--- src/rtl/flashctl_pkg.sv ---
package flashctl_pkg;

    localparam int REG_AW = 5;
    localparam int SNB_W  = 4;
    localparam int NERR   = 5;

    localparam logic [31:0] KEY_FIRST  = 32'h4567_0123;
    localparam logic [31:0] KEY_SECOND = 32'hCDEF_89AB;

    localparam logic [REG_AW-1:0] OFS_DUR  = 5'h00;
    localparam logic [REG_AW-1:0] OFS_KEY  = 5'h04;
    localparam logic [REG_AW-1:0] OFS_OKEY = 5'h08;
    localparam logic [REG_AW-1:0] OFS_STAT = 5'h0C;
    localparam logic [REG_AW-1:0] OFS_CTRL = 5'h10;

    // control word bit positions
    localparam int CB_PG    = 0;
    localparam int CB_SER   = 1;
    localparam int CB_MER   = 2;
    localparam int CB_SNB   = 3;
    localparam int CB_WID   = 8;
    localparam int CB_MER2  = 15;
    localparam int CB_START = 16;
    localparam int CB_LOCK  = 31;
    localparam int SB_BUSY  = 16;

    // internal error index order
    localparam int E_OP  = 0;
    localparam int E_WRP = 1;
    localparam int E_ALN = 2;
    localparam int E_PAR = 3;
    localparam int E_SEQ = 4;

    typedef enum logic [1:0] {
        KS_SHUT,
        KS_HALF,
        KS_OPEN,
        KS_DEAD
    } keyst_t;

    typedef struct packed {
        logic             mer2;
        logic [1:0]       wid;
        logic [SNB_W-1:0] snb;
        logic             mer;
        logic             ser;
        logic             pg;
    } ctrl_t;

    function automatic ctrl_t ctrl_from_word(input logic [31:0] w);
        ctrl_t c;
        c.pg   = w[CB_PG];
        c.ser  = w[CB_SER];
        c.mer  = w[CB_MER];
        c.snb  = w[CB_SNB +: SNB_W];
        c.wid  = w[CB_WID +: 2];
        c.mer2 = w[CB_MER2];
        return c;
    endfunction

    function automatic logic [31:0] ctrl_to_word(input ctrl_t c, input logic lock);
        logic [31:0] w;
        w = '0;
        w[CB_PG]            = c.pg;
        w[CB_SER]           = c.ser;
        w[CB_MER]           = c.mer;
        w[CB_SNB +: SNB_W]  = c.snb;
        w[CB_WID +: 2]      = c.wid;
        w[CB_MER2]          = c.mer2;
        w[CB_LOCK]          = lock;
        return w;
    endfunction

    function automatic logic erase_cmd_ok(input ctrl_t c);
        return ($countones({c.ser, c.mer, c.mer2}) == 1) && !c.pg;
    endfunction

    function automatic logic off_misaligned(input logic [2:0] off, input logic [1:0] sz);
        case (sz)
            2'd0:    return 1'b0;
            2'd1:    return off[0];
            2'd2:    return |off[1:0];
            default: return |off;
        endcase
    endfunction

    function automatic logic [7:0] err_to_stat(input logic [NERR-1:0] e);
        logic [7:0] s;
        s = '0;
        s[1] = e[E_OP];
        s[4] = e[E_WRP];
        s[5] = e[E_ALN];
        s[6] = e[E_PAR];
        s[7] = e[E_SEQ];
        return s;
    endfunction

    function automatic logic [NERR-1:0] stat_to_err(input logic [7:0] s);
        logic [NERR-1:0] e;
        e[E_OP]  = s[1];
        e[E_WRP] = s[4];
        e[E_ALN] = s[5];
        e[E_PAR] = s[6];
        e[E_SEQ] = s[7];
        return e;
    endfunction

endpackage

--- src/rtl/fcg_keyseq.sv ---
module fcg_keyseq
    import flashctl_pkg::*;
(
    input  logic        clk,
    input  logic        rst,
    input  logic        key_wr,
    input  logic [31:0] key_data,
    input  logic        relock,
    output logic        locked,
    output logic        hard_lock
);

    keyst_t st_q, st_d;

    always_comb begin
        st_d = st_q;
        if (key_wr) begin
            case (st_q)
                KS_SHUT: st_d = (key_data == KEY_FIRST)  ? KS_HALF : KS_DEAD;
                KS_HALF: st_d = (key_data == KEY_SECOND) ? KS_OPEN : KS_DEAD;
                default: st_d = KS_DEAD;
            endcase
        end else if (relock && st_q == KS_OPEN) begin
            st_d = KS_SHUT;
        end
    end

    always_ff @(posedge clk) begin
        if (rst) st_q <= KS_SHUT;
        else     st_q <= st_d;
    end

    assign locked    = (st_q != KS_OPEN);
    assign hard_lock = (st_q == KS_DEAD);

endmodule

--- src/rtl/fcg_optimer.sv ---
module fcg_optimer #(
    parameter int W = 16
) (
    input  logic         clk,
    input  logic         rst,
    input  logic         launch,
    input  logic [W-1:0] dur,
    output logic         busy,
    output logic         done
);

    logic [W-1:0] cnt_q;

    always_ff @(posedge clk) begin
        if (rst)              cnt_q <= '0;
        else if (launch)      cnt_q <= (dur == '0) ? W'(1) : dur;
        else if (cnt_q != '0) cnt_q <= cnt_q - W'(1);
    end

    assign busy = (cnt_q != '0);
    assign done = (cnt_q == W'(1));

endmodule

--- src/rtl/fcg_errflags.sv ---
module fcg_errflags #(
    parameter int N = 5
) (
    input  logic         clk,
    input  logic         rst,
    input  logic [N-1:0] set_vec,
    input  logic [N-1:0] clr_vec,
    output logic [N-1:0] flags
);

    for (genvar i = 0; i < N; i++) begin : g_flag
        always_ff @(posedge clk) begin
            if (rst)             flags[i] <= 1'b0;
            else if (set_vec[i]) flags[i] <= 1'b1;
            else if (clr_vec[i]) flags[i] <= 1'b0;
        end
    end

endmodule

--- src/rtl/flashctl_guard.sv ---
module flashctl_guard
    import flashctl_pkg::*;
#(
    parameter int DUR_W   = 16,
    parameter int DEF_DUR = 8
) (
    input  logic              clk,
    input  logic              rst,
    input  logic              reg_wr,
    input  logic [REG_AW-1:0] reg_addr,
    input  logic [31:0]       reg_wdata,
    output logic [31:0]       reg_rdata,
    input  logic              fl_wr,
    input  logic [2:0]        fl_off,
    input  logic [1:0]        fl_size,
    input  logic              inj_wrprot,
    input  logic              inj_operr,
    output logic              op_busy
);

    localparam int PADW = 32 - DUR_W;

    logic [DUR_W-1:0] dur_q;
    ctrl_t            ctrl_q, ctrl_new;
    logic             operr_pend_q;
    logic             locked, hard_lock;
    logic             tmr_done;
    logic [NERR-1:0]  err_q, err_set, err_clr;

    logic wr_key, wr_ctrl, wr_stat, wr_dur;
    logic relock, ctrl_load, start_req, start_ok;
    logic prog_try, par_bad, aln_bad, prog_clean;
    logic launch;

    assign wr_key  = reg_wr && (reg_addr == OFS_KEY);
    assign wr_ctrl = reg_wr && (reg_addr == OFS_CTRL);
    assign wr_stat = reg_wr && (reg_addr == OFS_STAT);
    assign wr_dur  = reg_wr && (reg_addr == OFS_DUR);

    assign ctrl_new  = ctrl_from_word(reg_wdata);
    assign relock    = wr_ctrl && !locked && reg_wdata[CB_LOCK];
    assign ctrl_load = wr_ctrl && !locked && !op_busy && !reg_wdata[CB_LOCK];
    assign start_req = ctrl_load && reg_wdata[CB_START];
    assign start_ok  = start_req && erase_cmd_ok(ctrl_new);

    assign prog_try   = fl_wr && !locked && !op_busy && ctrl_q.pg;
    assign par_bad    = prog_try && (fl_size != ctrl_q.wid);
    assign aln_bad    = prog_try && off_misaligned(fl_off, fl_size);
    assign prog_clean = prog_try && !par_bad && !aln_bad;

    assign launch = (start_ok || prog_clean) && !inj_wrprot;

    fcg_keyseq u_keys (
        .clk       (clk),
        .rst       (rst),
        .key_wr    (wr_key),
        .key_data  (reg_wdata),
        .relock    (relock),
        .locked    (locked),
        .hard_lock (hard_lock)
    );

    fcg_optimer #(.W(DUR_W)) u_tmr (
        .clk    (clk),
        .rst    (rst),
        .launch (launch),
        .dur    (dur_q),
        .busy   (op_busy),
        .done   (tmr_done)
    );

    always_comb begin
        err_set        = '0;
        err_set[E_SEQ] = start_req && !erase_cmd_ok(ctrl_new);
        err_set[E_PAR] = par_bad;
        err_set[E_ALN] = aln_bad;
        err_set[E_WRP] = (start_ok || prog_clean) && inj_wrprot;
        err_set[E_OP]  = tmr_done && operr_pend_q;
        err_clr        = wr_stat ? stat_to_err(reg_wdata[7:0]) : '0;
    end

    fcg_errflags #(.N(NERR)) u_err (
        .clk     (clk),
        .rst     (rst),
        .set_vec (err_set),
        .clr_vec (err_clr),
        .flags   (err_q)
    );

    always_ff @(posedge clk) begin
        if (rst) begin
            dur_q        <= DUR_W'(DEF_DUR);
            ctrl_q       <= '0;
            operr_pend_q <= 1'b0;
        end else begin
            if (wr_dur)    dur_q  <= reg_wdata[DUR_W-1:0];
            if (ctrl_load) ctrl_q <= ctrl_new;
            if (launch)        operr_pend_q <= inj_operr;
            else if (tmr_done) operr_pend_q <= 1'b0;
        end
    end

    always_comb begin
        case (reg_addr)
            OFS_DUR:  reg_rdata = {{PADW{1'b0}}, dur_q};
            OFS_STAT: reg_rdata = {15'd0, op_busy, 8'd0, err_to_stat(err_q)};
            OFS_CTRL: reg_rdata = ctrl_to_word(ctrl_q, locked);
            default:  reg_rdata = '0;
        endcase
    end

endmodule

--- config.mk ---
export PLATFORM = sky130hd
export DESIGN_NAME = flashctl_guard
export DESIGN_NICKNAME = d
export VERILOG_FILES = /design/src/rtl/flashctl_pkg.sv /design/src/rtl/fcg_keyseq.sv /design/src/rtl/fcg_optimer.sv /design/src/rtl/fcg_errflags.sv /design/src/rtl/flashctl_guard.sv
export SDC_FILE = /design/constraint.sdc
export NUM_CORES = 1
export LEC_CHECK = 0
export ABC_AREA = 0
export BUFFER_PORTS_ARGS = -buffer_cell sky130_fd_sc_hd__buf_2
export CORE_MARGIN = 2
export CORE_UTILIZATION = 35
export DETAILED_ROUTE_END_ITERATION = 12
export HOLD_SLACK_MARGIN = 0.08
export PLACE_DENSITY = 0.59
export SETUP_SLACK_MARGIN = 0.15
export SLEW_MARGIN = 40
export SYNTH_ARGS = -nofsm -noshare
export SYNTH_HDL_FRONTEND = slang
export SYNTH_SLANG_ARGS = --single-unit
--- constraint.sdc ---
create_clock -name clk -period 2.9 [get_ports clk]
set_input_delay 0.29 -clock clk [delete_from_list [all_inputs] [get_ports clk]]
set_output_delay 0.29 -clock clk [all_outputs]
set_load 0.01 [all_outputs]
# Yosys cells after proc, flatten, opt, wreduce, memory -nomap -nowiden
# Index checks and enable logic that the tools add are counted.
dict set report totals {
  elab_cells 101
  input_bits 48
  register_bits 50
}
dict set report classes {
  add_sub_neg 3
  eq_ne 13
  reduce_logical 47
  n_mux 23
}
# operator n
set op_table {}
lappend op_table {{$pmux W32 S3} 1}
lappend op_table {{$mux W16} 3}
lappend op_table {{$eq A32 B31 Y1 const B} 1}
lappend op_table {{$eq A32 B32 Y1 const B} 1}
lappend op_table {{$logic_and A1 B1 Y1} 23}
lappend op_table {{$eq A16 B1 Y1 const B} 1}
lappend op_table {{$logic_not A16 Y1} 1}
lappend op_table {{$reduce_bool A16 Y1} 1}
lappend op_table {{$reduce_bool A2 Y1} 8}
lappend op_table {{$sub A16 B1 Y16 const B} 1}
lappend op_table {{$mux W1} 13}
lappend op_table {{$logic_not A1 Y1} 8}
lappend op_table {{$mux W2} 3}
lappend op_table {{$eq A5 B3 Y1 const B} 1}
lappend op_table {{$eq A5 B4 Y1 const B} 1}
lappend op_table {{$eq A5 B5 Y1 const B} 1}
lappend op_table {{$logic_not A5 Y1} 1}
lappend op_table {{$mux W5} 1}
lappend op_table {{$eq A2 B1 Y1 const B} 2}
lappend op_table {{$eq A2 B2 Y1 const B} 2}
lappend op_table {{$logic_not A2 Y1} 2}
lappend op_table {{$pmux W2 S2} 1}
lappend op_table {{$add A2 B1 Y3} 1}
lappend op_table {{$eq A3 B1 Y1 const B} 1}
lappend op_table {{7 further kinds} 7}

# Depth between registers and ports, before layout
# Gate-level depths: netlist (run 1).
dict set report logic_depth {
  depth_word 12
  ltp_mapped 10
  mapped_depth_nobuf 8
}

# Cells and area by module
# Synthesis (run 1) repeated with hierarchy kept, for this count alone.
dict set report unflattened {
  cells_unflattened 358
  hier_area_um2 2984.1
}
# mod n_inst area_each_um2 seq_area_each_um2 cells_per_inst
set by_module_without_submodules {}
lappend by_module_without_submodules {flashctl_guard 1 1640.3 540.5 198}
lappend by_module_without_submodules {fcg_optimer 1 959.7 320.3 115}
lappend by_module_without_submodules {fcg_keyseq 1 209.0 40.0 25}
lappend by_module_without_submodules {fcg_errflags 1 175.2 100.1 20}

# Worst setup path before layout (run 1)
# OpenSTA, ideal clock, no wires.
dict set report synth_timing {
  path_type {input port to flip-flop}
  from {in reg_wdata[1]}
  to {reg u_tmr.cnt_q[11]}
  cell_stages 9
  setup_ns 0.128
  path_buffers 1
  arrival_time_ns 1.912
  path_slack_ns 0.860
  path_cell_list {inv_1 fa_1 nor3b_1 and3_2 and4b_2 o21ba_4 buf_8 a22oi_1 nor2_1}
}
dict set report synth_between {
  elab_chain_cells 7
  elab_cells_between_ends 8
  cone_classes {add/sub (1); eq/ne (1); mux (1); reduce/logical (5)}
}
# item line_no
set synth_rtl {}
lappend synth_rtl {{from (decl)} flashctl_guard.sv:11} ;# input logic [31:0] reg_wdata,
lappend synth_rtl {{$add A2 B1 Y3 (implied by the code) (*)} flashctl_pkg.sv:75} ;# return ($countones({c.ser, c.mer, c.mer2}) == 1) && !c.pg;
lappend synth_rtl {{$eq A3 B1 Y1 (*)} flashctl_pkg.sv:75}
lappend synth_rtl {{$logic_and A1 B1 Y1 (*)} flashctl_pkg.sv:75}
lappend synth_rtl {{$logic_and A1 B1 Y1 (*)} flashctl_guard.sv:44} ;# assign start_ok = start_req && erase_cmd_ok(ctrl_new);
lappend synth_rtl {{$logic_or A1 B1 Y1 (*)} flashctl_guard.sv:51} ;# assign launch = (start_ok || prog_clean) && !inj_wrprot;
lappend synth_rtl {{$logic_and A1 B1 Y1 (*)} flashctl_guard.sv:51}
lappend synth_rtl {{$mux W16 or $reduce_bool A2 Y1 (tied branches)} n/a}
lappend synth_rtl {{to (signal assigned)} fcg_optimer.sv:16} ;# else if (launch) cnt_q <= (dur == '0) ? W'(1) : dur;
lappend synth_rtl {{to (signal assigned)} fcg_optimer.sv:17} ;# else if (cnt_q != '0) cnt_q <= cnt_q - W'(1);
lappend synth_rtl {{to (decl)} fcg_optimer.sv:12} ;# logic [W-1:0] cnt_q;
# Mark *: on every way between the ends. The rest lies on a longest branch, timed or not.
# A chain may end at the register's enable or synchronous reset.

# Worst setup path in the final report (run 1)
dict set report layout_timing {
  from {reg u_tmr.cnt_q[0]}
  to {out op_busy}
}
dict set report layout_between {
  elab_chain_cells 1
}
# item line_no
set layout_rtl {}
lappend layout_rtl {{$reduce_bool A16 Y1} fcg_optimer.sv:20} ;# assign busy = (cnt_q != '0);
lappend layout_rtl {{to (decl)} flashctl_guard.sv:18} ;# output logic op_busy
# No other way between the ends.

==> impl_summary.txt, run 1 <==
----------------------------------------------------
[Drt]
  Routed via count ... 2778
  Routed Wire Length ... 8.25 mm
  Average wire per standard cell ... 16.1 µm
  Total DRC errors in the routed layout ... 0
  Violation count after the first detailed-routing iteration ... 189
  ANT nets after route ... 0
  Number of optimization iterations in the first detailed-route pass ... 5
  Vias per cell ... 5.40

[STA]
  Final critical-path share of the clock period ... 86.2%
  Final hold violations ... 0
  Minimum period implied by the final worst setup slack ... 2.50 ns
  Worst setup margin ... 0.401 ns
  Relative max-transition margin ... 61.9%
  Count of final setup violators ... 0
  Final max-slew violation count ... 0
  Maximum frequency from static timing analysis ... 400 MHz
  Setup total negative slack ... 0 ns
  Slew at the pin with the worst max-slew slack ... 0.567 ns
  Worst-case clock skew ... 0.00501 ns
  RSZ-0062 raised after global routing ... false

[Critical path]
  Critical path class ... flop to output pin
  Worst path cell trace ... inv_1, ha_1, or3b_2, nor3_2, inv_2, buf_2
  Worst r2r path cells ... 8
  Reg2Reg Setup Slack ... 0.68 ns
  Crit path required time ... 2.61 ns
  Cell family with most CP delay ... simple AND/OR/NAND/NOR gates
  Kind of end point of the critical path ... output pin
  Launching element of the worst setup path ... u_tmr.cnt_q[0]$_SDFFE_PP0P_
  Slowest cell on the critical path ... sky130_fd_sc_hd__or3b_2
  Startpoint of the most critical register-to-register path ... u_tmr.cnt_q[0]$_SDFFE_PP0P_
  Critical-path maximum fanout ... 10
  WP data arrival ... 2.21 ns
  Count of cell instances traversed by the critical path ... 6
  Critical Path Source Type ... flop
  CP Buf/Inv Count ... 3
  Max stage delay on crit path ... 0.52 ns

[GRT]
  Pin count of the biggest net entering global routing ... 51
  Global-route wire length before repair ... 13.5 mm
  Antenna violations before repair ... 0
  Total gr overflow ... 0
  Number of global-route vias before repair ... 2657
  Overall global routing resource usage ... 19.4%

[Power and ir drop]
  Part of the power in combinational logic ... 42.6%
  Switch share ... 39.3%
  Total power density per cell area ... 716 nW/µm²
  Seq pwr share ... 39.0%
  IR drop worst, VDD ... 0.000257 V
  Switching power summed over all nets ... 924 µW
  P_leak ... 0.00148 µW
  Int Pwr ... 1430 µW
  Clock Power Share ... 18.4%

[Synth]
  Sequential cell area fraction in the yosys report ... 35.4%
  Count of warnings emitted by yosys ... 0
  Per-instance average area after synthesis ... 8.08 µm²
  Distinct cell type count of the synthesized netlist ... 59
  Count of flip-flops with a built-in enable after synthesis ... 0
  Ranking of synthesized cells by instance count ... sky130_fd_sc_hd__dfxtp_1 (50), sky130_fd_sc_hd__nor2_1 (42), sky130_fd_sc_hd__nand2_1 (35)
  Cell types occupying the most area after synthesis ... sky130_fd_sc_hd__dfxtp_1 (35%), sky130_fd_sc_hd__nor2_1 (5.6%), sky130_fd_sc_hd__a21oi_1 (5.3%)
  Synthesized cell area ... 2830 µm²
  FF+latch count, synth ... 50
  Cell with the most instances after synthesis ... sky130_fd_sc_hd__dfxtp_1
  Async set-reset flop share out of synthesis ... 0%
  Synthesized netlist cell count ... 350
  Largest area contributor in the netlist ... sky130_fd_sc_hd__dfxtp_1
  Portion of synthesized cell area occupied by the leading cell type ... 35.4%
  Primary flip-flop cell chosen by synthesis mapping ... sky130_fd_sc_hd__dfxtp_1

[Cells and area]
  Number of diodes added for antenna fixing ... 0
  Final std cell area, no fill ... 3280 µm²
  Area added between synthesis and finish ... 16.1%
  Share of cells above drive strength 1 ... 22.3%
  Total Nets Final ... 463

[Place]
  Final weighted congestion in routability-driven placement ... 0.933
  Pre-CTS worst setup slack ... 0.643 ns
  DP HPWL ... 6.10 mm
  Total of buffers placed on input and output ports ... 66
  Standard cell area after detailed placement ... 3190 µm²

[Floorplanning]
  Cell Rows ... 32
  Area of the die ... 8810 µm²
  Core area ... 7770 µm²
  Width of the die ... 93.9 µm
  Initial core utilization ... 36.4%
  I/O pin cnt ... 81
  Vertical die dimension ... 93.9 µm

[Clock network]
  Number of buffers inserted by hold repair at cts ... 0
  Root Buffer ... sky130_fd_sc_hd__clkbuf_8
  Clock insertion delay at the later pin of the skew report ... 0.31 ns
  Clock tree from TritonCTS ... yes
  Num Clock Sinks ... 50
  TritonCTS buffer count ... 5
  Post-cts repair resize count ... 0
  Maximum root-to-sink buffer count ... 2
  H-tree depth ... 2
  Post-CTS clock slew at the launch and capture registers of the worst setup and hold paths ... 0.09 ns
  Postcts setup bufs ... 0

[Worst hold path]
  Hold Crit Class ... primary input to flop
  Hold Crit Depth ... 3
  Hold path startpoint ... inj_operr

[Status]
  Result of the run ... completed

[Run]
  MaxCap Viol Count ... 0

----------------------------------------------------
power groups by stage:
| stage | clock network (µW) | logic, µW | registers, µW |
|---|---|---|---|
| 2_1_floorplan | 0 | 770 | 898 |
| 3_3_place_gp | 0 | 977 | 926 |
| 3_5_place_dp | 0 | 985 | 929 |
| 4_1_cts | 448 | 993 | 913 |
| 5_1_grt | 476 | 1120 | 934 |
| 6_report | 433 | 1000 | 916 |
worst register-to-register path: stages (launching register included):
cell and delay (ns):
sky130_fd_sc_hd__dfxtp_1 0.36, sky130_fd_sc_hd__inv_1 0.12, sky130_fd_sc_hd__ha_1 0.17, sky130_fd_sc_hd__or3b_2 0.52, sky130_fd_sc_hd__nor4_1 0.28, sky130_fd_sc_hd__and4b_1 0.24, sky130_fd_sc_hd__o21bai_1 0.13, sky130_fd_sc_hd__o22a_1 0.21
sky130_fd_sc_hd__a21oi_1 0.11
registers in the layout, indices dropped and copies added (netlist names):
register      flops
operr_pend_q      1
u_tmr.cnt_q      16
u_keys.st_q       2
u_err.flags       5
dur_q            16
ctrl_q           10
layout by cell type, fill, tap and decap left out, types with 11 or more instances in the layout:
cell / count
sky130_fd_sc_hd__buf_2: 65
sky130_fd_sc_hd__dfxtp_1: 50
sky130_fd_sc_hd__nor2_1: 42
sky130_fd_sc_hd__nand2_1: 35
sky130_fd_sc_hd__a21oi_1: 30
sky130_fd_sc_hd__nand3_1: 21
sky130_fd_sc_hd__conb_1: 14
sky130_fd_sc_hd__inv_1: 13
sky130_fd_sc_hd__nor4_1: 12
sky130_fd_sc_hd__mux2i_1: 11
metal layers:
metal | up-vias | GRT usage [%] | routed length, µm
li1 | 1356 | - | -
met1 | 1327 | 26.5 | 3780
met2 | 88 | 32.4 | 3970
met3 | 7 | 3.45 | 423
met4 | 0 | 3.02 | 74
met5 | - | 0 | 0
logic make-up (layout without fill, tap and decap cells):
family,Yosys count,count (layout),synth area share (%)
compound gates,70,70,16.8
xor+xnor,12,12,3.72
fa+ha+maj,4,4,2.04
buf+inv,45,94,8.72
flops,50,50,35.4
mux,11,11,3.89
other cells,1,14,0.133
simple gates,157,157,29.3
through the flow:
step / utilization (%) / cells / hold slack [ns] / total power, µW
2_1_floorplan: - / 363 / 0.430 / 1670
3_3_place_gp: 41.0 / 506 / 0.444 / 1900
3_5_place_dp: 41.0 / 506 / 0.451 / 1910
4_1_cts: 42.3 / 514 / 0.218 / 2350
5_1_grt: 42.3 / 514 / 0.236 / 2530
6_report: 42.3 / 514 / 0.222 / 2350
layout make-up:
cell class / count / area [µm²]
inverters: 14 / 52.6
repair buffers: 72 / 378
well taps: 102 / 128
fillers: 830 / 4480
flip-flops and latches: 50 / 1000
clock buffers: 6 / 82.6
clock inverters: 2 / 12.5
multi-input cells: 268 / 1630
path summary, 6_finish.rpt:
kind / endpoint
max: op_busy
min: operr_pend_q$_SDFFE_PP0P_
max reg2reg: u_tmr.cnt_q[1]$_SDFFE_PP0P_
min reg2reg: u_err.flags[1]$_SDFFE_PP0P_
No activity file was read; power rests on OpenSTA's default activity.
==> run 2: changes to the inputs <==
- ABC_AREA: 0 -> 1
- clock period: 2.9 -> 2.55 ns (I/O delays scaled with it)
==> run 2 against run 1 <==
  * Synthesized cell count grew 15%
  * Design area shrank 0.27%
  * Sequential power grew 8.5%
  * Routed wire length shrank 4.8%
  * Via count grew 1.9%
  * First-iteration DRC count shrank 36%
  * Critical endpoint is now reg_rdata[16]
==> impl_summary.txt, run 2 <==
----------------------------------------------------
[Cells and area]
  Filler Cells Inserted ... 832 (was 830)
  Finished Core Util ... 42.4% (was 42.3%)
  Largest registers ranked by flip-flop count ... dur_q (16), u_tmr.cnt_q (16), ctrl_q (10) (unchanged)
  Area added between synthesis and finish ... 17.3% (was 16.1%)
  Total Nets Final ... 521 (was 463)
  Area taken by flip-flops and latches ... 1000 µm² (unchanged)
  Number of diodes added for antenna fixing ... 0 (unchanged)
  Share of cells above drive strength 1 ... 21.3% (was 22.3%)
  Area of the multi-input gates ... 1520 µm² (was 1630 µm²)
  Commonest non-fill, non-tap cell in the layout ... sky130_fd_sc_hd__buf_2 (unchanged)
  Most frequent cells in the layout ... sky130_fd_sc_hd__buf_2 (66), sky130_fd_sc_hd__nand2_1 (65), sky130_fd_sc_hd__dfxtp_1 (50) (was sky130_fd_sc_hd__buf_2 (65), sky130_fd_sc_hd__dfxtp_1 (50), sky130_fd_sc_hd__nor2_1 (42))

[Synth]
  Async set-reset flop share out of synthesis ... 0% (unchanged)
  FF+latch count, synth ... 50 (unchanged)
  Sequential cell area fraction in the yosys report ... 35.9% (was 35.4%)
  Cell types occupying the most area after synthesis ... sky130_fd_sc_hd__dfxtp_1 (36%), sky130_fd_sc_hd__nand2_1 (8.7%), sky130_fd_sc_hd__o21ai_0 (8.6%) (was sky130_fd_sc_hd__dfxtp_1 (35%), sky130_fd_sc_hd__nor2_1 (5.6%), sky130_fd_sc_hd__a21oi_1 (5.3%))
  Count of warnings emitted by yosys ... 0 (unchanged)
  Cell with the most instances after synthesis ... sky130_fd_sc_hd__nand2_1 (was sky130_fd_sc_hd__dfxtp_1)
  Synthesized cell area ... 2790 µm² (was 2830 µm²)
  Per-instance average area after synthesis ... 6.96 µm² (was 8.08 µm²)
  Distinct cell type count of the synthesized netlist ... 34 (was 59)
  Synthesized netlist cell count ... 401 (was 350)
  Primary flip-flop cell chosen by synthesis mapping ... sky130_fd_sc_hd__dfxtp_1 (unchanged)
  Count of flip-flops with a built-in enable after synthesis ... 0 (unchanged)
  Largest area contributor in the netlist ... sky130_fd_sc_hd__dfxtp_1 (unchanged)
  Ranking of synthesized cells by instance count ... sky130_fd_sc_hd__nand2_1 (65), sky130_fd_sc_hd__dfxtp_1 (50), sky130_fd_sc_hd__o21ai_0 (48) (was sky130_fd_sc_hd__dfxtp_1 (50), sky130_fd_sc_hd__nor2_1 (42), sky130_fd_sc_hd__nand2_1 (35))
  Portion of synthesized cell area occupied by the leading cell type ... 35.9% (was 35.4%)

[Critical path]
  Kind of end point of the critical path ... output pin (unchanged)
  Critical path class ... flop to output pin (unchanged)
  Slowest cell on the critical path ... sky130_fd_sc_hd__dfxtp_1 (was sky130_fd_sc_hd__or3b_2)
  Crit path required time ... 2.30 ns (was 2.61 ns)
  WP data arrival ... 1.92 ns (was 2.21 ns)
  Max stage delay on crit path ... 0.39 ns (was 0.52 ns)
  Critical-path maximum fanout ... 12 (was 10)
  Worst path cell trace ... inv_1, ha_1, nand2_1, nor2_2, nand2_4, clkinvlp_4, nor4_1, buf_2 (was inv_1, ha_1, or3b_2, nor3_2, inv_2, buf_2)
  Critical Path Source Type ... flop (unchanged)

[Clock network]
  Clock tree from TritonCTS ... yes (unchanged)
  Maximum root-to-sink buffer count ... 2 (unchanged)
  H-tree depth ... 2 (unchanged)
  Root Buffer ... sky130_fd_sc_hd__clkbuf_8 (unchanged)
  Clock insertion delay at the later pin of the skew report ... 0.31 ns (about the same)
  Post-CTS clock slew at the launch and capture registers of the worst setup and hold paths ... 0.10 ns (was 0.09 ns)
  TritonCTS buffer count ... 5 (unchanged)
  Num Clock Sinks ... 50 (unchanged)

[Drt]
  ANT nets after route ... 0 (unchanged)
  Routed via count ... 2831 (was 2778)
  Average wire per standard cell ... 13.7 µm (was 16.1 µm)
  Violation count after the first detailed-routing iteration ... 121 (was 189)
  Vias per cell ... 4.95 (was 5.40)
  Total DRC errors in the routed layout ... 0 (unchanged)
  Number of optimization iterations in the first detailed-route pass ... 4 (was 5)
  Routed Wire Length ... 7.86 mm (was 8.25 mm)

[STA]
  Worst-case clock skew ... 0.00832 ns (was 0.00501 ns)
  Final hold violations ... 0 (unchanged)
  Minimum period implied by the final worst setup slack ... 2.18 ns
  RSZ-0062 raised after global routing ... false (unchanged)
  Worst setup margin ... 0.374 ns (was 0.401 ns)
  Slew at the pin with the worst max-slew slack ... 0.701 ns (was 0.567 ns)
  Count of final setup violators ... 0 (unchanged)
  Relative max-transition margin ... 53.2% (was 61.9%)
  Maximum frequency from static timing analysis ... 460 MHz
  Setup total negative slack ... 0 ns (unchanged)
  Final critical-path share of the clock period ... 85.3%
  Final max-slew violation count ... 0 (unchanged)

[Floorplanning]
  I/O pin cnt ... 81 (unchanged)
  Cell Rows ... 32 (unchanged)
  Initial core utilization ... 36.1% (was 36.4%)
  Core area ... 7730 µm² (was 7770 µm²)
  Width of the die ... 93.3 µm (was 93.9 µm)
  Vertical die dimension ... 93.3 µm (was 93.9 µm)
  Area of the die ... 8710 µm² (was 8810 µm²)

[Place]
  Final weighted congestion in routability-driven placement ... 0.903 (was 0.933)
  DP HPWL ... 6.14 mm (was 6.10 mm)
  Total of buffers placed on input and output ports ... 66 (unchanged)
  Pre-CTS worst setup slack ... 0.595 ns (was 0.643 ns)

[GRT]
  Antenna violations before repair ... 0 (unchanged)
  Pin count of the biggest net entering global routing ... 29 (was 51)
  Total gr overflow ... 0 (unchanged)
  Overall global routing resource usage ... 19.0% (was 19.4%)
  Number of global-route vias before repair ... 2719 (was 2657)
  Global-route wire length before repair ... 13.1 mm (was 13.5 mm)

[Power and ir drop]
  IR drop worst, VDD ... 0.000281 V (was 0.000257 V)
  Total power density per cell area ... 807 nW/µm² (was 716 nW/µm²)
  P_leak ... 0.00149 µW (was 0.00148 µW)

[Status]
  Result of the run ... completed (unchanged)

[Run]
  MaxCap Viol Count ... 0 (unchanged)

[Worst hold path]
  Hold Crit Class ... primary input to flop (unchanged)

----------------------------------------------------
## run 2: kinds of logic (layout without fill, tap and decap cells)
logic type                 after synthesis  in the layout  share of synthesized area, %
adders and majority gates                4              4                          2.06
xor gates and xnor gates                 9              9                          2.82
buffers and inverters                   66            122                          11.6
other                                    1             14                         0.134
AOI/OAI and AO/OA                       98             98                          18.6
and+or+nand+nor                        173            173                          29.0
DFF                                     50             50                          35.9
## run 2: worst max-delay path: cells and delay by family (launching register included)
family        cells  cell delay (ns)
simple gates      4             0.52
fa+ha+maj         1             0.20
flops             1             0.39
buf+inv           3             0.49
## run 2: area by class of cell
class | count | share of cell area (%)
Multi-Input combinational cell | 298 | 46.3
Sequential cell | 50 | 30.6
Inverter | 41 | 4.81
Timing Repair Buffer | 73 | 11.7
Clock buffer | 5 | 2.10
Clock inverter | 3 | 0.650
Tap cell | 102 | 3.90
## run 2: timing repair
action                                  CTS  global route
gates resized for setup                   0             1
hold buffers                              0             0
buffers inserted                          0             3
endpoints found under the setup margin    0             1
## run 2: final timing paths
check | depth (start not counted) | slack [ns] | end | start
worst max-delay path | 8 | 0.37 | reg_rdata[16] | u_tmr.cnt_q[0]$_SDFFE_PP0P_
worst min-delay path | 3 | 0.21 | u_err.flags[1]$_SDFFE_PP0P_ | inj_wrprot
worst max register to register | 12 | 0.57 | u_tmr.cnt_q[15]$_SDFFE_PP0P_ | u_tmr.cnt_q[0]$_SDFFE_PP0P_
worst min register to register | 2 | 0.48 | u_err.flags[1]$_SDFFE_PP0P_ | u_err.flags[1]$_SDFFE_PP0P_
## run 2: through the flow
stage,total power [µW],std cells,cell area (µm²),hold slack (ns)
after global placement,2120,561,3160,0.464
after floorplan,1920,414,2840,0.324
after global routing,2890,572,3270,0.224
after CTS,2610,569,3250,0.211
after detailed placement,2130,561,3160,0.467
final,2640,572,3270,0.212
## run 2: power breakdown
group	internal [µW]	switching (µW)
Clock	194	282
Sequential	899	94.4
Combinational	469	704
Total	1560	1080
## run 2: routing by layer
metal	global-route usage, %	wire length [µm]	vias up	part of all wire, %
met4	5.51	101	0	1.3
met5	0	0	-	0
met3	2.34	389	9	4.9
li1	-	-	1440	-
met1	25.6	3610	1277	46
met2	31.9	3760	105	48
==> run 3: changes to the inputs <==
- CTS_BUF_LIST: unset -> sky130_fd_sc_hd__clkbuf_16
==> run 3 against run 2 <==
  * Sequential power is essentially flat
  * Highest routed layer unchanged
  * Largest cell class unchanged
  * Critical endpoint unchanged
  * Sequential share of layout area decreased by 0.52 points
  * First-iteration DRC count rose by 18%
==> impl_summary.txt, run 3 (synthesis gave the netlist of run 2 again) <==
----------------------------------------------------
[Cells and area]
  Total Nets Final ... 521 (unchanged)
  Number of diodes added for antenna fixing ... 0 (unchanged)
  Final std cell area, no fill ... 3330 µm² (was 3270 µm²)
  Largest registers ranked by flip-flop count ... dur_q (16), u_tmr.cnt_q (16), ctrl_q (10) (unchanged)
  Commonest non-fill, non-tap cell in the layout ... sky130_fd_sc_hd__buf_2 (unchanged)
  Share of cells above drive strength 1 ... 21.3% (unchanged)
  Most frequent cells in the layout ... sky130_fd_sc_hd__buf_2 (66), sky130_fd_sc_hd__nand2_1 (65), sky130_fd_sc_hd__dfxtp_1 (50) (unchanged)
  Filler Cells Inserted ... 830 (was 832)
  Area added between synthesis and finish ... 19.3% (was 17.3%)

[Floorplanning]
  Width of the die ... 93.3 µm (unchanged)
  Core area ... 7730 µm² (unchanged)
  Initial core utilization ... 36.1% (unchanged)
  Area of the die ... 8710 µm² (unchanged)
  Vertical die dimension ... 93.3 µm (unchanged)
  I/O pin cnt ... 81 (unchanged)
  Cell Rows ... 32 (unchanged)

[Clock network]
  H-tree depth ... 2 (unchanged)
  Number of buffers inserted by hold repair at cts ... 0 (unchanged)
  Maximum root-to-sink buffer count ... 2 (unchanged)
  Root Buffer ... sky130_fd_sc_hd__clkbuf_16 (was sky130_fd_sc_hd__clkbuf_8)
  TritonCTS buffer count ... 5 (unchanged)
  Clock tree from TritonCTS ... yes (unchanged)
  Post-CTS clock slew at the launch and capture registers of the worst setup and hold paths ... 0.07 ns (was 0.10 ns)
  Clock insertion delay at the later pin of the skew report ... 0.29 ns (was 0.31 ns)
  Num Clock Sinks ... 50 (unchanged)

[STA]
  Final hold violations ... 0 (unchanged)
  Maximum frequency from static timing analysis ... 469 MHz (was 460 MHz)
  Minimum period implied by the final worst setup slack ... 2.13 ns (was 2.18 ns)
  Final critical-path share of the clock period ... 83.6% (was 85.3%)
  Final max-slew violation count ... 0 (unchanged)
  Worst-case clock skew ... 0.00923 ns (was 0.00832 ns)
  Slew at the pin with the worst max-slew slack ... 0.704 ns (was 0.701 ns)
  Worst hold margin ... 0.235 ns (was 0.212 ns)
  RSZ-0062 raised after global routing ... false (unchanged)
  Relative max-transition margin ... 53.0% (was 53.2%)
  Count of final setup violators ... 0 (unchanged)
  Setup total negative slack ... 0 ns (unchanged)
  Worst setup margin ... 0.419 ns (was 0.374 ns)

[Drt]
  Total DRC errors in the routed layout ... 0 (unchanged)
  Routed via count ... 2826 (was 2831)
  Routed Wire Length ... 7.88 mm (was 7.86 mm)
  Vias per cell ... 4.94 (was 4.95)
  Violation count after the first detailed-routing iteration ... 143 (was 121)
  ANT nets after route ... 0 (unchanged)
  Average wire per standard cell ... 13.8 µm (was 13.7 µm)
  Number of optimization iterations in the first detailed-route pass ... 5 (was 4)

[Power and ir drop]
  Total power density per cell area ... 852 nW/µm² (was 807 nW/µm²)
  IR drop worst, VDD ... 0.000323 V (was 0.000281 V)
  P_leak ... 0.00151 µW (was 0.00149 µW)

[Critical path]
  WP data arrival ... 1.88 ns (was 1.92 ns)
  Kind of end point of the critical path ... output pin (unchanged)
  Cell family with most CP delay ... simple AND/OR/NAND/NOR gates (unchanged)
  Crit path required time ... 2.30 ns (about the same)
  Critical Path Source Type ... flop (unchanged)
  Critical path class ... flop to output pin (unchanged)
  Slowest cell on the critical path ... sky130_fd_sc_hd__dfxtp_1 (unchanged)
  Worst r2r path cells ... 12 (unchanged)
  CP Buf/Inv Count ... 3 (unchanged)
  Max stage delay on crit path ... 0.38 ns (was 0.39 ns)
  Worst path cell trace ... inv_1, ha_1, nand2_1, nor2_2, nand2_4, clkinvlp_4, nor4_1, buf_2 (unchanged)
  Count of cell instances traversed by the critical path ... 8 (unchanged)
  Critical-path maximum fanout ... 12 (unchanged)

[GRT]
  Number of global-route vias before repair ... 2714 (was 2719)
  Layer with the highest usage ... met2 (unchanged)
  Pin count of the biggest net entering global routing ... 29 (unchanged)
  Global-route wire length before repair ... 13.1 mm (about the same)
  Total gr overflow ... 0 (unchanged)
  Fraction of met1 tracks used by global routing ... 25.8% (was 25.6%)
  Met2 track demand over resource ... 31.8% (was 31.9%)
  Met3 usage in global routing ... 2.58% (was 2.34%)
  Overall global routing resource usage ... 19.1% (was 19.0%)
  Antenna violations before repair ... 0 (unchanged)

[Worst hold path]
  Hold Crit Class ... primary input to flop (unchanged)
  Hold Crit Depth ... 3 (unchanged)

[Place]
  DP HPWL ... 6.14 mm (unchanged)
  Standard cell area after detailed placement ... 3160 µm² (unchanged)
  Final weighted congestion in routability-driven placement ... 0.903 (unchanged)
  Total of buffers placed on input and output ports ... 66 (unchanged)
  Pre-CTS worst setup slack ... 0.595 ns (unchanged)

[Run]
  MaxCap Viol Count ... 0 (unchanged)

[Status]
  Result of the run ... completed (unchanged)

----------------------------------------------------
[run 3: cell counts in the layout (fill, tap and decap cells not counted)]
No cell type changed its count.
[run 3: worst reg2reg max path, cell delays in order, from the launching register on]
cell and delay [ns]:
sky130_fd_sc_hd__dfxtp_1 0.34, sky130_fd_sc_hd__inv_1 0.13, sky130_fd_sc_hd__ha_1 0.16, sky130_fd_sc_hd__nand2_1 0.06
sky130_fd_sc_hd__nor2_2 0.15, sky130_fd_sc_hd__nand2_4 0.16, sky130_fd_sc_hd__nor2_4 0.13, sky130_fd_sc_hd__nand4_1 0.11
sky130_fd_sc_hd__nand2_2 0.14, sky130_fd_sc_hd__nand2_4 0.13, sky130_fd_sc_hd__inv_2 0.17, sky130_fd_sc_hd__nand2_1 0.09
sky130_fd_sc_hd__a21oi_1 0.14
[run 3: what timing repair did]
item / 4_1_cts / 5_1_grt
endpoints found under the setup margin: 0 / 1
gates resized for setup: 0 / 1
buffers inserted: 0 / 3
[run 3: path summary, 6_finish.rpt]
path | start | end | slack, ns
worst max-delay path | u_tmr.cnt_q[0]$_SDFFE_PP0P_ | reg_rdata[16] | 0.42
worst min-delay path | inj_wrprot | u_err.flags[1]$_SDFFE_PP0P_ | 0.23
worst max register to register | u_tmr.cnt_q[0]$_SDFFE_PP0P_ | u_tmr.cnt_q[15]$_SDFFE_PP0P_ | 0.58
worst min register to register | u_err.flags[1]$_SDFFE_PP0P_ | u_err.flags[1]$_SDFFE_PP0P_ | 0.48
[run 3: where the power goes]
part           total (µW)  switching (µW)  internal (µW)
clock network         672             307            364
logic                1170             706            468
registers             994            93.9            900
total                2840            1110           1730
[run 3: cell type report]
type                            instances  area (µm²)  area share, %
Clock buffer                            5         125           3.76
Clock inverter                          3        21.3          0.639
Inverter                               41         158           4.73
Multi-Input combinational cell        298        1520           45.5
Sequential cell                        50        1000           30.1
Tap cell                              102         128           3.83
Timing Repair Buffer                   73         383           11.5
[run 3: stage by stage]
step / instances / util [%] / power, µW
after floorplan: 414 / - / 1920
after global placement: 561 / 40.9 / 2120
after detailed placement: 561 / 40.9 / 2130
after CTS: 569 / 42.8 / 2810
after global routing: 572 / 43.1 / 3080
final: 572 / 43.1 / 2840
[run 3: per-layer routing]
| metal | share of wire (%) | up-vias |
|---|---|---|
| li1 | - | 1442 |
| met1 | 46 | 1265 |
| met2 | 47 | 109 |
| met3 | 5.3 | 10 |
| met4 | 1.3 | 0 |
| met5 | 0 | - |
